### config.mk
export PLATFORM = sky130hd
export DESIGN_NAME = delay_buffer_writer
export DESIGN_NICKNAME = d
export VERILOG_FILES = /design/src/rtl/dbw_pkg.sv /design/src/rtl/dbw_window.sv /design/src/rtl/dbw_ptr_cache.sv /design/src/rtl/dbw_sat_counter.sv /design/src/rtl/delay_buffer_writer.sv
export SDC_FILE = /design/constraint.sdc
export NUM_CORES = 1
export LEC_CHECK = 0
export ABC_AREA = 1
export CELL_PAD_IN_SITES_DETAIL_PLACEMENT = 2
export CELL_PAD_IN_SITES_GLOBAL_PLACEMENT = 2
export CORE_MARGIN = 1.5
export CORE_UTILIZATION = 30
export DETAILED_ROUTE_END_ITERATION = 10
export DONT_BUFFER_PORTS = 1
export GPL_TIMING_DRIVEN = 0
export PLACE_DENSITY = 0.78
export SLEW_MARGIN = 15
export SYNTH_ARGS = -nofsm -noshare
export SYNTH_HDL_FRONTEND = slang
export SYNTH_HIERARCHICAL = 1
export SYNTH_SLANG_ARGS = --single-unit
### constraint.sdc
create_clock -name clk -period 4 [get_ports clk]
set_input_delay 0.4 -clock clk [delete_from_list [all_inputs] [get_ports clk]]
set_output_delay 0.4 -clock clk [all_outputs]
set_load 0.005 [all_outputs]
### src/rtl/dbw_pkg.sv
package dbw_pkg;

    // Action taken by the writer in one cycle; closing a crossing wins.
    typedef enum logic [2:0] {
        OP_IDLE,
        OP_CLOSE,
        OP_STORE,
        OP_LATE,
        OP_FULL
    } dbw_op_e;

endpackage

### src/rtl/dbw_window.sv
module dbw_window #(
    parameter int TS_W    = 10,
    parameter int DLY_W   = 5,
    parameter int DLY_MIN = 1,
    parameter int DLY_MAX = 30
) (
    input  logic [TS_W-1:0]  cur_ts,
    input  logic [TS_W-1:0]  hit_ts,
    input  logic [DLY_W-1:0] delay_cfg,
    output logic [DLY_W-1:0] delay_eff,
    output logic             late,
    output logic [TS_W-1:0]  close_ts
);

    logic [TS_W-1:0] hit_age;
    logic [TS_W-1:0] dly_ext;

    always_comb begin
        if (delay_cfg < DLY_W'(DLY_MIN)) begin
            delay_eff = DLY_W'(DLY_MIN);
        end else if (delay_cfg > DLY_W'(DLY_MAX)) begin
            delay_eff = DLY_W'(DLY_MAX);
        end else begin
            delay_eff = delay_cfg;
        end
        dly_ext  = TS_W'(delay_eff);
        // modulo arithmetic: the subtraction wraps at the stamp width
        hit_age  = cur_ts - hit_ts;
        late     = hit_age > dly_ext;
        close_ts = cur_ts - dly_ext - TS_W'(1);
    end

endmodule

### src/rtl/dbw_ptr_cache.sv
module dbw_ptr_cache #(
    parameter int IDX_W = 5,
    parameter int CNT_W = 6
) (
    input  logic             clk,
    input  logic             rst_n,
    input  logic [IDX_W-1:0] hit_idx,
    output logic [CNT_W:0]   hit_cnt,
    input  logic [IDX_W-1:0] close_idx,
    output logic [CNT_W:0]   close_cnt,
    input  logic             wr_en,
    input  logic [IDX_W-1:0] wr_idx,
    input  logic [CNT_W:0]   wr_val
);

    localparam int ENTRIES = 1 << IDX_W;
    localparam logic [CNT_W:0] CNT_FULL = {1'b1, {CNT_W{1'b0}}};

    logic [CNT_W:0] ent_d [ENTRIES];
    logic [CNT_W:0] ent_q [ENTRIES];

    always_comb begin
        for (int i = 0; i < ENTRIES; i++) begin
            ent_d[i] = ent_q[i];
        end
        if (wr_en) begin
            ent_d[wr_idx] = wr_val;
        end
    end

    for (genvar g = 0; g < ENTRIES; g++) begin : g_entry
        always_ff @(posedge clk or negedge rst_n) begin
            if (!rst_n) begin
                ent_q[g] <= '0;
            end else begin
                ent_q[g] <= ent_d[g];
            end
        end
    end

    assign hit_cnt   = ent_q[hit_idx];
    assign close_cnt = ent_q[close_idx];

    AST_ENTRY_BOUND: assert property (@(posedge clk) disable iff (!rst_n)
        wr_en |-> wr_val <= CNT_FULL);

endmodule

### src/rtl/dbw_sat_counter.sv
module dbw_sat_counter #(
    parameter int W = 16
) (
    input  logic         clk,
    input  logic         rst_n,
    input  logic         inc,
    output logic [W-1:0] value
);

    logic [W-1:0] value_d, value_q;

    always_comb begin
        value_d = value_q;
        if (inc && (value_q != {W{1'b1}})) begin
            value_d = value_q + W'(1);
        end
    end

    always_ff @(posedge clk or negedge rst_n) begin
        if (!rst_n) begin
            value_q <= '0;
        end else begin
            value_q <= value_d;
        end
    end

    assign value = value_q;

    AST_CNT_MONOTONE: assert property (@(posedge clk) disable iff (!rst_n)
        1'b1 |=> value >= $past(value));

endmodule

### src/rtl/delay_buffer_writer.sv
module delay_buffer_writer
    import dbw_pkg::*;
#(
    parameter int TS_W      = 10,
    parameter int CNT_W     = 6,
    parameter int IDX_W     = 5,
    parameter int DLY_W     = 5,
    parameter int DLY_MIN   = 1,
    parameter int DLY_MAX   = 30,
    parameter int PAYLOAD_W = 32,
    parameter int CNTR_W    = 16
) (
    input  logic                  clk,
    input  logic                  rst_n,
    input  logic [TS_W-1:0]       cur_ts,
    input  logic [DLY_W-1:0]      delay_cfg,
    input  logic                  hit_valid,
    output logic                  hit_ready,
    input  logic [TS_W-1:0]       hit_ts,
    input  logic [PAYLOAD_W-1:0]  hit_data,
    output logic                  sram_we,
    output logic [TS_W+CNT_W-1:0] sram_addr,
    output logic                  sram_end,
    output logic [PAYLOAD_W-1:0]  sram_wdata,
    output logic                  age_valid,
    output logic [TS_W-1:0]       age_ts,
    output logic [CNT_W:0]        age_count,
    output logic [CNTR_W-1:0]     rej_cnt,
    output logic [CNTR_W-1:0]     ovf_cnt
);

    localparam int ADDR_W = TS_W + CNT_W;
    localparam logic [CNT_W:0] CNT_FULL = {1'b1, {CNT_W{1'b0}}};

    typedef struct packed {
        logic                 we;
        logic                 is_end;
        logic [ADDR_W-1:0]    addr;
        logic [PAYLOAD_W-1:0] data;
        logic                 av;
        logic [TS_W-1:0]      ats;
        logic [CNT_W:0]       acnt;
        logic [TS_W-1:0]      prev_ts;
    } state_t;

    state_t s_d, s_q;

    logic [DLY_W-1:0] delay_eff;
    logic             late;
    logic [TS_W-1:0]  close_ts;
    logic [CNT_W:0]   hit_cnt;
    logic [CNT_W:0]   close_cnt;
    logic             c_wr_en;
    logic [IDX_W-1:0] c_wr_idx;
    logic [CNT_W:0]   c_wr_val;
    logic             rej_inc;
    logic             ovf_inc;
    logic             crossing_step;
    dbw_op_e          op;

    dbw_window #(
        .TS_W    (TS_W),
        .DLY_W   (DLY_W),
        .DLY_MIN (DLY_MIN),
        .DLY_MAX (DLY_MAX)
    ) u_window (
        .cur_ts    (cur_ts),
        .hit_ts    (hit_ts),
        .delay_cfg (delay_cfg),
        .delay_eff (delay_eff),
        .late      (late),
        .close_ts  (close_ts)
    );

    dbw_ptr_cache #(
        .IDX_W (IDX_W),
        .CNT_W (CNT_W)
    ) u_cache (
        .clk       (clk),
        .rst_n     (rst_n),
        .hit_idx   (hit_ts[IDX_W-1:0]),
        .hit_cnt   (hit_cnt),
        .close_idx (close_ts[IDX_W-1:0]),
        .close_cnt (close_cnt),
        .wr_en     (c_wr_en),
        .wr_idx    (c_wr_idx),
        .wr_val    (c_wr_val)
    );

    // Action select: a crossing step blocks the input for one cycle.
    always_comb begin
        crossing_step = (cur_ts != s_q.prev_ts);
        if (crossing_step) begin
            op = OP_CLOSE;
        end else if (!hit_valid) begin
            op = OP_IDLE;
        end else if (late) begin
            op = OP_LATE;
        end else if (hit_cnt == CNT_FULL) begin
            op = OP_FULL;
        end else begin
            op = OP_STORE;
        end
    end

    always_comb begin
        s_d         = s_q;
        s_d.we      = 1'b0;
        s_d.is_end  = 1'b0;
        s_d.av      = 1'b0;
        s_d.prev_ts = cur_ts;
        c_wr_en     = 1'b0;
        c_wr_idx    = hit_ts[IDX_W-1:0];
        c_wr_val    = hit_cnt + (CNT_W+1)'(1);
        rej_inc     = 1'b0;
        ovf_inc     = 1'b0;
        unique case (op)
            OP_CLOSE: begin
                s_d.av   = 1'b1;
                s_d.ats  = close_ts;
                s_d.acnt = close_cnt;
                if (close_cnt != CNT_FULL) begin
                    s_d.we     = 1'b1;
                    s_d.is_end = 1'b1;
                    s_d.addr   = {close_ts, close_cnt[CNT_W-1:0]};
                    s_d.data   = '0;
                end
                c_wr_en  = 1'b1;
                c_wr_idx = close_ts[IDX_W-1:0];
                c_wr_val = '0;
            end
            OP_STORE: begin
                s_d.we   = 1'b1;
                s_d.addr = {hit_ts, hit_cnt[CNT_W-1:0]};
                s_d.data = hit_data;
                c_wr_en  = 1'b1;
            end
            OP_LATE: rej_inc = 1'b1;
            OP_FULL: ovf_inc = 1'b1;
            default: ;
        endcase
    end

    always_ff @(posedge clk or negedge rst_n) begin
        if (!rst_n) begin
            s_q <= '0;
        end else begin
            s_q <= s_d;
        end
    end

    dbw_sat_counter #(.W(CNTR_W)) u_rej (
        .clk   (clk),
        .rst_n (rst_n),
        .inc   (rej_inc),
        .value (rej_cnt)
    );

    dbw_sat_counter #(.W(CNTR_W)) u_ovf (
        .clk   (clk),
        .rst_n (rst_n),
        .inc   (ovf_inc),
        .value (ovf_cnt)
    );

    assign hit_ready  = !crossing_step;
    assign sram_we    = s_q.we;
    assign sram_end   = s_q.is_end;
    assign sram_addr  = s_q.addr;
    assign sram_wdata = s_q.data;
    assign age_valid  = s_q.av;
    assign age_ts     = s_q.ats;
    assign age_count  = s_q.acnt;

    AST_END_WITH_CLOSE: assert property (@(posedge clk) disable iff (!rst_n)
        (sram_we && sram_end) |-> age_valid);
    AST_NO_END_WHEN_FULL: assert property (@(posedge clk) disable iff (!rst_n)
        (age_valid && age_count == CNT_FULL) |-> !sram_we);
    AST_HIT_ADDR_STAMP: assert property (@(posedge clk) disable iff (!rst_n)
        (sram_we && !sram_end) |-> sram_addr[ADDR_W-1 -: TS_W] == $past(hit_ts));
    AST_STALL_ON_CLOSE: assert property (@(posedge clk) disable iff (!rst_n)
        age_valid |-> $past(!hit_ready));
    AST_DELAY_RANGE: assert property (@(posedge clk) disable iff (!rst_n)
        (delay_eff >= DLY_W'(DLY_MIN)) && (delay_eff <= DLY_W'(DLY_MAX)));

endmodule

Yosys cells after proc, flatten, opt, wreduce, memory -nomap -nowiden
Cells that the tools add are included.

operators by class
  eq/ne operators = 10
  bitwise gates (word level) = 3
  magnitude comparators = 7
  muxes and demuxes = 25
  reduce and logical (&&, ||, !) cells = 7
  add/subtract/negate cells = 6

operator list
  kind                   number
  $bwmux 224             1
  $pmux 48 s2            1
  $bmux 7 s5             2
  $mux 50                1
  $mux 7                 6
  $demux 7 s5            1
  $add 16x1->16 const B  2
  $ne 16x16->1 const B   2
  $ge 6x6->1 const B     3
  $mux 18                1
  $not 5->6              3
  $mux 5                 3
  $mux 3                 4
  $gt 10x5->1            1
  $ne 10x10->1           1
  $sub 10x1->10 const B  1
  $sub 10x10->10         1
  $sub 10x5->10          1
  $add 7x1->7 const B    1
  $eq 7x7->1 const B     1
  $ne 7x7->1 const B     1
  $eq 3x2->1 const B     2
  $lt 6x1->1 const B     1
  $gt 5x5->1 const B     1
  11 further kinds       16

storage, ports and cells
  bits in registers = 334
  output and inout port bits = 101
  logic and storage cells = 100

Longest topological paths before layout
Gate-level depths: netlist (run 1).

  depth in word-level cells = 17
  gate-level depth with buffers = 30
  gate-level depth less buffers = 28

Hierarchy
Netlist (run 1), hierarchy kept.

modules (own cells, without submodules)
  module               area each (um2)  cells an instance  instances  seq. area each (um2)
  dbw_ptr_cache        12613.3          1853               1          5605.4
  delay_buffer_writer  4172.8           524                1          1951.9
  dbw_sat_counter      1058.5           149                2          400.4
  dbw_window           1016.0           177                1          0.0

Worst setup path after synthesis (run 1)
No wires, ideal clock.

  path kind = input to register
  start point = input port cur_ts[0]
  end point = register u_cache/ent_q[220] in the netlist's numbering
  setup slack = 0.177 ns
  stages = 28
  data required time = 3.869 ns
  arrival = 3.692 ns
  setup time = 0.131 ns
  cell sequence = inv_1 > ha_1 > fa_1 > inv_1 > nand3_1 > nand2_2 > xor2_1 > ha_1 > nand2_1 > nor2_1 > nand2_1 > nand3_1 > nand2_1 > nand3_1 > nor2_1 > nand3_1 > inv_1 > nand2_1 > nor2_2 > nand3_2 > buf_2 > nand2_1 > inv_1 > nor3_2 > nand2_1 > clkbuf_1 > nand2_1 > o21ai_0

on the way
  elaborated cells on any way between the ends = 21
  those cells by class = add/sub: 3; order compare: 3; eq/ne: 3; mux: 9; bitwise: 1; reduce/logical: 2

RTL lines
  element                                          RTL line                    text
  from (decl)                                      delay_buffer_writer.sv:15   input logic [TS_W-1:0] cur_ts,
  $sub 10x10->10 *                                 dbw_window.sv:28            hit_age = cur_ts - hit_ts;
  $gt 10x5->1 *                                    dbw_window.sv:29            late = hit_age > dly_ext;
  via late                                         delay_buffer_writer.sv:49   logic late;
  $mux 3 *                                         delay_buffer_writer.sv:97   end else if (late) begin
  $mux 3 *                                         delay_buffer_writer.sv:95   end else if (!hit_valid) begin
  $mux 3 *                                         delay_buffer_writer.sv:93   if (crossing_step) begin
  $eq 3x2->1 / $eq 3x1->1 (equally long branches)  delay_buffer_writer.sv:117  unique case (op)
  $reduce_or 2->1 (no source line) *               -
  $mux 1 *                                         delay_buffer_writer.sv:117
  via c_wr_en                                      delay_buffer_writer.sv:53   logic c_wr_en;
  to (signal, indexed assignment)                  dbw_ptr_cache.sv:36         ent_q[g] <= ent_d[g];
  to (decl)                                        dbw_ptr_cache.sv:20         logic [CNT_W:0] ent_q [ENTRIES];

The timed path passes the listed nets; every way through them passes the cells marked *.
A chain may end at the register's enable or synchronous reset.

Worst setup path in the final report (run 1)
  start point = input port delay_cfg[4]
  end point = register s_q (netlist bit sram_addr[8])

on the way
  word-level cells in the longest chain between the ends = 12
  elaborated cells on any way between the ends = 22
  those cells by class = add/sub: 2; order compare: 3; eq/ne: 4; mux: 10; bitwise: 1; reduce/logical: 2

ends and longest elaborated chain
  element                                      RTL line                    text
  from (decl)                                  delay_buffer_writer.sv:16   input logic [DLY_W-1:0] delay_cfg,
  $gt 5x5->1                                   dbw_window.sv:21            end else if (delay_cfg > DLY_W'(DLY_MAX)) begin
  $mux 5                                       dbw_window.sv:21
  $mux 5 *                                     dbw_window.sv:19            if (delay_cfg < DLY_W'(DLY_MIN)) begin
  via delay_eff[0]                             delay_buffer_writer.sv:48   logic [DLY_W-1:0] delay_eff;
  $sub 10x5->10 *                              dbw_window.sv:30            close_ts = cur_ts - dly_ext - TS_W'(1);
  $sub 10x1->10 *                              dbw_window.sv:30
  via close_ts[2]                              delay_buffer_writer.sv:50   logic [TS_W-1:0] close_ts;
  $not 5->6 (not written as such) *            dbw_ptr_cache.sv:42         assign close_cnt = ent_q[close_idx];
  $bmux 7 s5 *                                 dbw_ptr_cache.sv:42
  $mux 7 (not written as such) * (2 in a row)  dbw_ptr_cache.sv:42
  via close_cnt[6]                             delay_buffer_writer.sv:52   logic [CNT_W:0] close_cnt;
  $ne 7x7->1 *                                 delay_buffer_writer.sv:122  if (close_cnt != CNT_FULL) begin
  $ne 2x2->1 (no source line) *                -
  $reduce_and 2->1 (no source line) *          -
  to (signal assigned)                         delay_buffer_writer.sv:146  s_q <= '0;
  to (signal assigned)                         delay_buffer_writer.sv:148  s_q <= s_d;
  to (decl)                                    delay_buffer_writer.sv:46   state_t s_d, s_q;

The timed path passes the listed nets; every way through them passes the cells marked *. The select of a mux whose other input is x is not followed.

==> impl_metrics.ini, run 1 <==
[floorplanning]
start_util = 0.303
chipWidth_um = 261
row_count = 94
core-area_sq_um = 65700
die-area_sq_um = 67900
die_h_um = 261
num_io_pins = 161

[flow_run]
drv_cap = 0

[setup_path]
path_cells = inv_1 -> nand3_1 -> a22oi_2 -> inv_1 -> ha_1 -> fa_2 -> xor2_4 -> inv_2 -> buf_2 -> nand3_1 -> nand2_1 -> nand2_1 -> nand2_1 -> nand2_1 -> nand2_1 -> nand3_1 -> nor2_2 -> o21bai_4 -> nand2_4 -> buf_4 -> nand3_1 -> nand2_1
r2r_setup_slack_ns = 0.27
cp_max_fo = 10
r2r_start = s_q[8]$_DFF_PN0_
crit_end = sram_addr[8]$_DFFE_PN0P_
critical-path-max-stage-delay_ns = 0.44
crit_start = delay_cfg[4]
timing.critical_path.mode_cell = nand2_1
cp_slowest_cell = fa_2
rr_worst_depth = 16
critPathArrivalTime_ns = 4.42
r2r_end = u_cache/ent_q[3]$_DFFE_PN0P_
worstSetupEndpointType = register
crit_required_ns = 4.44
startpoint_type = input port
crit_type = input port to register

[sta]
fmax_ghz = 0.251
finalCritPeriodShare = 0.994
period_minus_slack_ns = 3.98
hold_ws_ns = -0.467
relSlewSlack = 0.222
finalHoldViolCount = 334
skew_ns = 0.0174
finalSetupViolCount = 0
tightest_slew_ns = 1.17
finalWorstSetupSlack_ns = 0.0236
slew_violations = 0

[layout]
utilization = 0.361
most-common-layout-cells = nand2_1 (1174), nand3_1 (444), dfrtp_1 (334)
layout_commonest_cell = nand2_1
finalNetCount = 3044
finalNonFillerCells = 3858
drive_gt1_frac = 0.139
area_growth_pct = 19.2

[clock_tree]
clock-sinks = 334
cts_tree = yes
cts_max_path_buffers = 3
hold_buffers = 42
cts_buffers = 42
h-tree-depth = 2
clk_pin_slew_ns = 0.06
insertion_delay_ns = 0.58
ctsRootBufferMaster = clkbuf_16

[power_and_ir_drop]
leakagePower_nw = 11.2
total_power_mw = 11.2
ir_worst_vdd_mv = 0.284
power_per_cell_area_nw_per_um2 = 470

[synthesis]
synth.avg_cell_area_sq_um = 6.99
synth_fp_nets = 2933
ys.warnings.count = 6
synth_area_sq_um = 19900
synthCells = 2848

[grt]
grt.total_usage = 0.288
grt_max_degree = 335
grt-ovfl-total = 0
antenna_found_initial = 2
grt_pass1_vias = 22644
grt_pass1_wl_um = 146000

[drt]
antenna_left = 0
drtIter0Drc = 1620
routed_wirelength_um = 99400
top_layer_used = met4
drt-pass1-iter-count = 5
vias = 20958
detail_route.wl_per_cell_um = 25.8
viasPerCell = 5.43
route.detailed.drc = 0
wl_met2_um = 47100
wl_met3_um = 6400
drt-met1-wl_um = 40900

[place]
place.gp.congestion = 1.04
dpl.cell_count = 3713
post-dp-hpwl_um = 70900
io_buffers = 0
pre_cts_slack_ns = -1.70

[hold_path]
min_path_type = input port to asynchronous set/reset pin

[status]
violations = negative hold slack
status = finished, violations left
## registers in the layout (all words and copies together) (netlist names)
name           flops
u_cache/ent_q    224
sram_wdata        32
sram_addr         16
u_ovf/value       16
u_rej/value       16
age_ts            10
s_q               10
age_count          7
age_valid          1
sram_end           1
sram_we            1
## worst max-delay path, delay by kind of cell
family	cells	cell delay (ns)
AND/OR/NAND/NOR	12	1.61
buffers and inverters	5	1.04
adder cells (fa/ha/maj)	2	0.67
AO/OA/AOI/OAI	2	0.47
XOR/XNOR	1	0.20
## power by group
group | total [mW] | switching, mW | internal (mW)
Clock | 4.42 | 1.64 | 2.78
Sequential | 4.04 | 0.356 | 3.69
Combinational | 2.68 | 1.82 | 0.865
## layer usage
| metal | vias up | GRT usage |
|---|---|---|
| met5 | - | 0 |
| met3 | 188 | 0.0500 |
| li1 | 9282 | - |
| met1 | 10827 | 0.358 |
| met2 | 661 | 0.482 |
| met4 | 0 | 0.144 |
## worst min-delay path by stage
stage                                endpoint  cells past startpoint   from  slack, ns
3_5_place_dp   u_cache/ent_q[135]$_DFFE_PN0P_                      0  rst_n       0.13
4_1_cts         u_cache/ent_q[77]$_DFFE_PN0P_                      0  rst_n      -0.48
2_1_floorplan        age_count[0]$_DFFE_PN0N_                      0  rst_n       0.10
3_3_place_gp   u_cache/ent_q[128]$_DFFE_PN0P_                      0  rst_n       0.13
5_1_grt        u_cache/ent_q[126]$_DFFE_PN0P_                      0  rst_n      -0.48
6_report       u_cache/ent_q[127]$_DFFE_PN0P_                      0  rst_n      -0.47
## metrics by stage
step	TNS, ns	hold WS, ns	area (sq um)
after floorplan	0	0.104	19900
after global placement	-363.03	0.133	21000
after detailed placement	-373.05	0.134	21000
after CTS	0	-0.483	23300
after global routing	-1.19	-0.483	23700
final	0	-0.467	23700
## what timing repair did
| item | CTS | global route |
|---|---|---|
| endpoints found under the setup margin | 274 | 287 |
| cloned | 2 | 2 |
| pin swaps | 7 | 8 |
| endpoints found under the hold margin | 376 | 334 |
| setup buffers | 14 | 6 |
| resized for setup | 71 | 159 |
## final cells by class
class,count,area [sq um]
Fill cell,7671,42000
Multi-Input combinational cell,2129,9950
Sequential cell,334,8360
Buffer,236,1560
Clock buffer,54,1170
Tap cell,864,1080
Timing Repair Buffer,67,639
Inverter,149,567
Clock inverter,23,413
Antenna cell,2,5.00
Note: power is estimated with default switching activity, not from simulation.
==> run 2, diff against run 1 <==
Settings changed: PLACE_DENSITY 0.78 to 0.81, RECOVER_POWER from default to 100.
Clock period 4 ns to 3.46 ns, I/O delays scaled along.
==> run 2 against run 1 <==
Compared with the run above: the run ends with negative hold slack, negative setup slack left; via count rose by 5.2%; largest power group is now sequential cells; register-to-register slack lost 0.38 ns; wire length up 12%.
==> impl_metrics.ini, run 2 (synthesis results as in run 1) <==
[drt]
routed_wirelength_um = 111000
drtIter0Drc = 1675
drt-pass1-iter-count = 7
detail_route.wl_per_cell_um = 28.4
viasPerCell = 5.65
route.detailed.drc = 0
antenna_left = 0
vias = 22039

[power_and_ir_drop]
ir_worst_vdd_mv = 0.298
leakagePower_nw = 11.6
power_per_cell_area_nw_per_um2 = 521

[sta]
slew_violations = 0
hold_ws_ns = -0.532
finalSetupViolCount = 57
tightest_slew_ns = 1.26
finalCritPeriodShare = 1.05
finalWorstSetupSlack_ns = -0.181
finalHoldViolCount = 334
relSlewSlack = 0.158
skew_ns = 0.0290
fmax_ghz = 0.275
rsz0062_at_grt = yes
period_minus_slack_ns = 3.64
finalSetupTns_ns = -2.23

[floorplanning]
row_count = 94
chipWidth_um = 261
core-area_sq_um = 65700
die_h_um = 261
die-area_sq_um = 67900
num_io_pins = 161
start_util = 0.303

[setup_path]
crit_family = simple AND/OR/NAND/NOR gates
critical-path-max-stage-delay_ns = 0.50
critPathArrivalTime_ns = 4.10
cp_num_buf_inv = 8
crit_required_ns = 3.92
startpoint_type = input port
crit_type = input port to register
timing.critical_path.mode_cell = nand2_1
cp_max_fo = 10
worstSetupEndpointType = register
cp_slowest_cell = fa_2

[grt]
grt-ovfl-total = 0
antenna_found_initial = 0
grt_pass1_wl_um = 152000
grt_max_degree = 335
grt_pass1_vias = 23414
grt.total_usage = 0.301

[clock_tree]
clock-sinks = 334
clk_pin_slew_ns = 0.08
insertion_delay_ns = 0.60
cts_max_path_buffers = 3
ctsRootBufferMaster = clkbuf_16
h-tree-depth = 2
cts_buffers = 41
cts_tree = yes

[layout]
most-common-layout-cells = nand2_1 (1145), nand3_1 (427), dfrtp_1 (334)
nFillCells = 7548
largest_reg_flops = 224
multi_input_area_sq_um = 10500
seq_area_sq_um = 8360
diodes = 0
finalNetCount = 3098
top_register = u_cache/ent_q
layout_commonest_cell = nand2_1
drive_gt1_frac = 0.180
area_growth_pct = 25.4

[flow_run]
drv_cap = 0

[place]
post-dp-hpwl_um = 71800
io_buffers = 0
place.gp.congestion = 0.998

[status]
violations = negative hold slack, negative setup slack
status = finished, violations left

[hold_path]
min_path_type = input port to asynchronous set/reset pin
==> run 2: cell count changes in the layout (fill, tap and decap cells not counted), moves of 19 or more <==
cell	change
o21ai_1	+61
clkbuf_2	+19
o21ai_0	-67
clkbuf_4	+23
buf_4	-30
buf_2	-22
nand2_1	-29
buf_6	+21
==> run 2: repair_timing <==
action | CTS | global route
resized for setup | 213 | 268
hold buffers | 41 | 1
gates cloned | 8 | 9
setup endpoints to repair | 297 | 289
pin swaps | 21 | 41
endpoints found under the hold margin | 377 | 335
setup buffers | 26 | 38
==> run 2: layout make-up <==
class,count,share of cell area
multi-input combinational,2129,0.422
sequential,334,0.335
clock inverter,15,0.00697
timing repair buffer,122,0.0502
clock buffer,54,0.0480
tap,864,0.0433
buffer,236,0.0702
inverter,149,0.0245
==> run 2: worst paths after layout <==
| check | startpoint | to | slack, ns | cells past startpoint |
|---|---|---|---|---|
| worst max-delay path | delay_cfg[3] | sram_addr[9]$_DFFE_PN0P_ | -0.18 | 25 |
| worst min-delay path | rst_n | u_cache/ent_q[58]$_DFFE_PN0P_ | -0.53 | 0 |
| worst max register to register | s_q[0]$_DFF_PN0_ | u_cache/ent_q[122]$_DFFE_PN0P_ | -0.11 | 15 |
| worst min register to register | age_ts[5]$_DFFE_PN0N_ | age_ts[5]$_DFFE_PN0N_ | 0.49 | 2 |
| max in group asynchronous | rst_n | u_cache/ent_q[201]$_DFFE_PN0P_ | 3.36 | 0 |
| min in group clk | hit_ts[6] | sram_addr[12]$_DFFE_PN0P_ | 0.02 | 4 |
==> run 2: worst reg2reg max path, cell delays in order, from the launching register on <==
cell	delay, ns
dfrtp_1	0.39
nor2_1	0.13
nor2_1	0.07
nor2_2	0.24
nand3_4	0.18
nor2_4	0.22
inv_2	0.08
clkbuf_2	0.34
o21ai_4	0.38
inv_2	0.18
nor3_4	0.48
inv_2	0.15
nor2_4	0.22
buf_4	0.19
nor2_4	0.04
a21oi_1	0.19
==> run 2: where the power goes <==
part / internal, mW / switching [mW] / total (mW)
registers: 4.26 / 0.443 / 4.71
clock network: 2.65 / 1.92 / 4.58
logic: 1.22 / 2.50 / 3.72
total: 8.13 / 4.87 / 13.0
==> run 2: stage by stage <==
stage	instances	cell area [sq um]	power [mW]	worst slack, ns	utilization
final	3903	25000	13.0	-0.181	0.380
after detailed placement	3712	21200	7.46	-1.87	0.322
after CTS	3856	24000	12.4	-0.0794	0.365
after floorplan	2848	20100	6.30	-0.152	-
after global placement	3712	21200	7.32	-1.71	0.322
after global routing	3903	25000	13.3	-0.285	0.380
==> run 2: routing by layer <==
metal	wire (um)	up-vias	global-route usage
li1	-	9386	-
met1	43900	11391	0.364
met2	51800	903	0.504
met3	7100	359	0.0524
met4	8220	0	0.173
met5	0	-	0
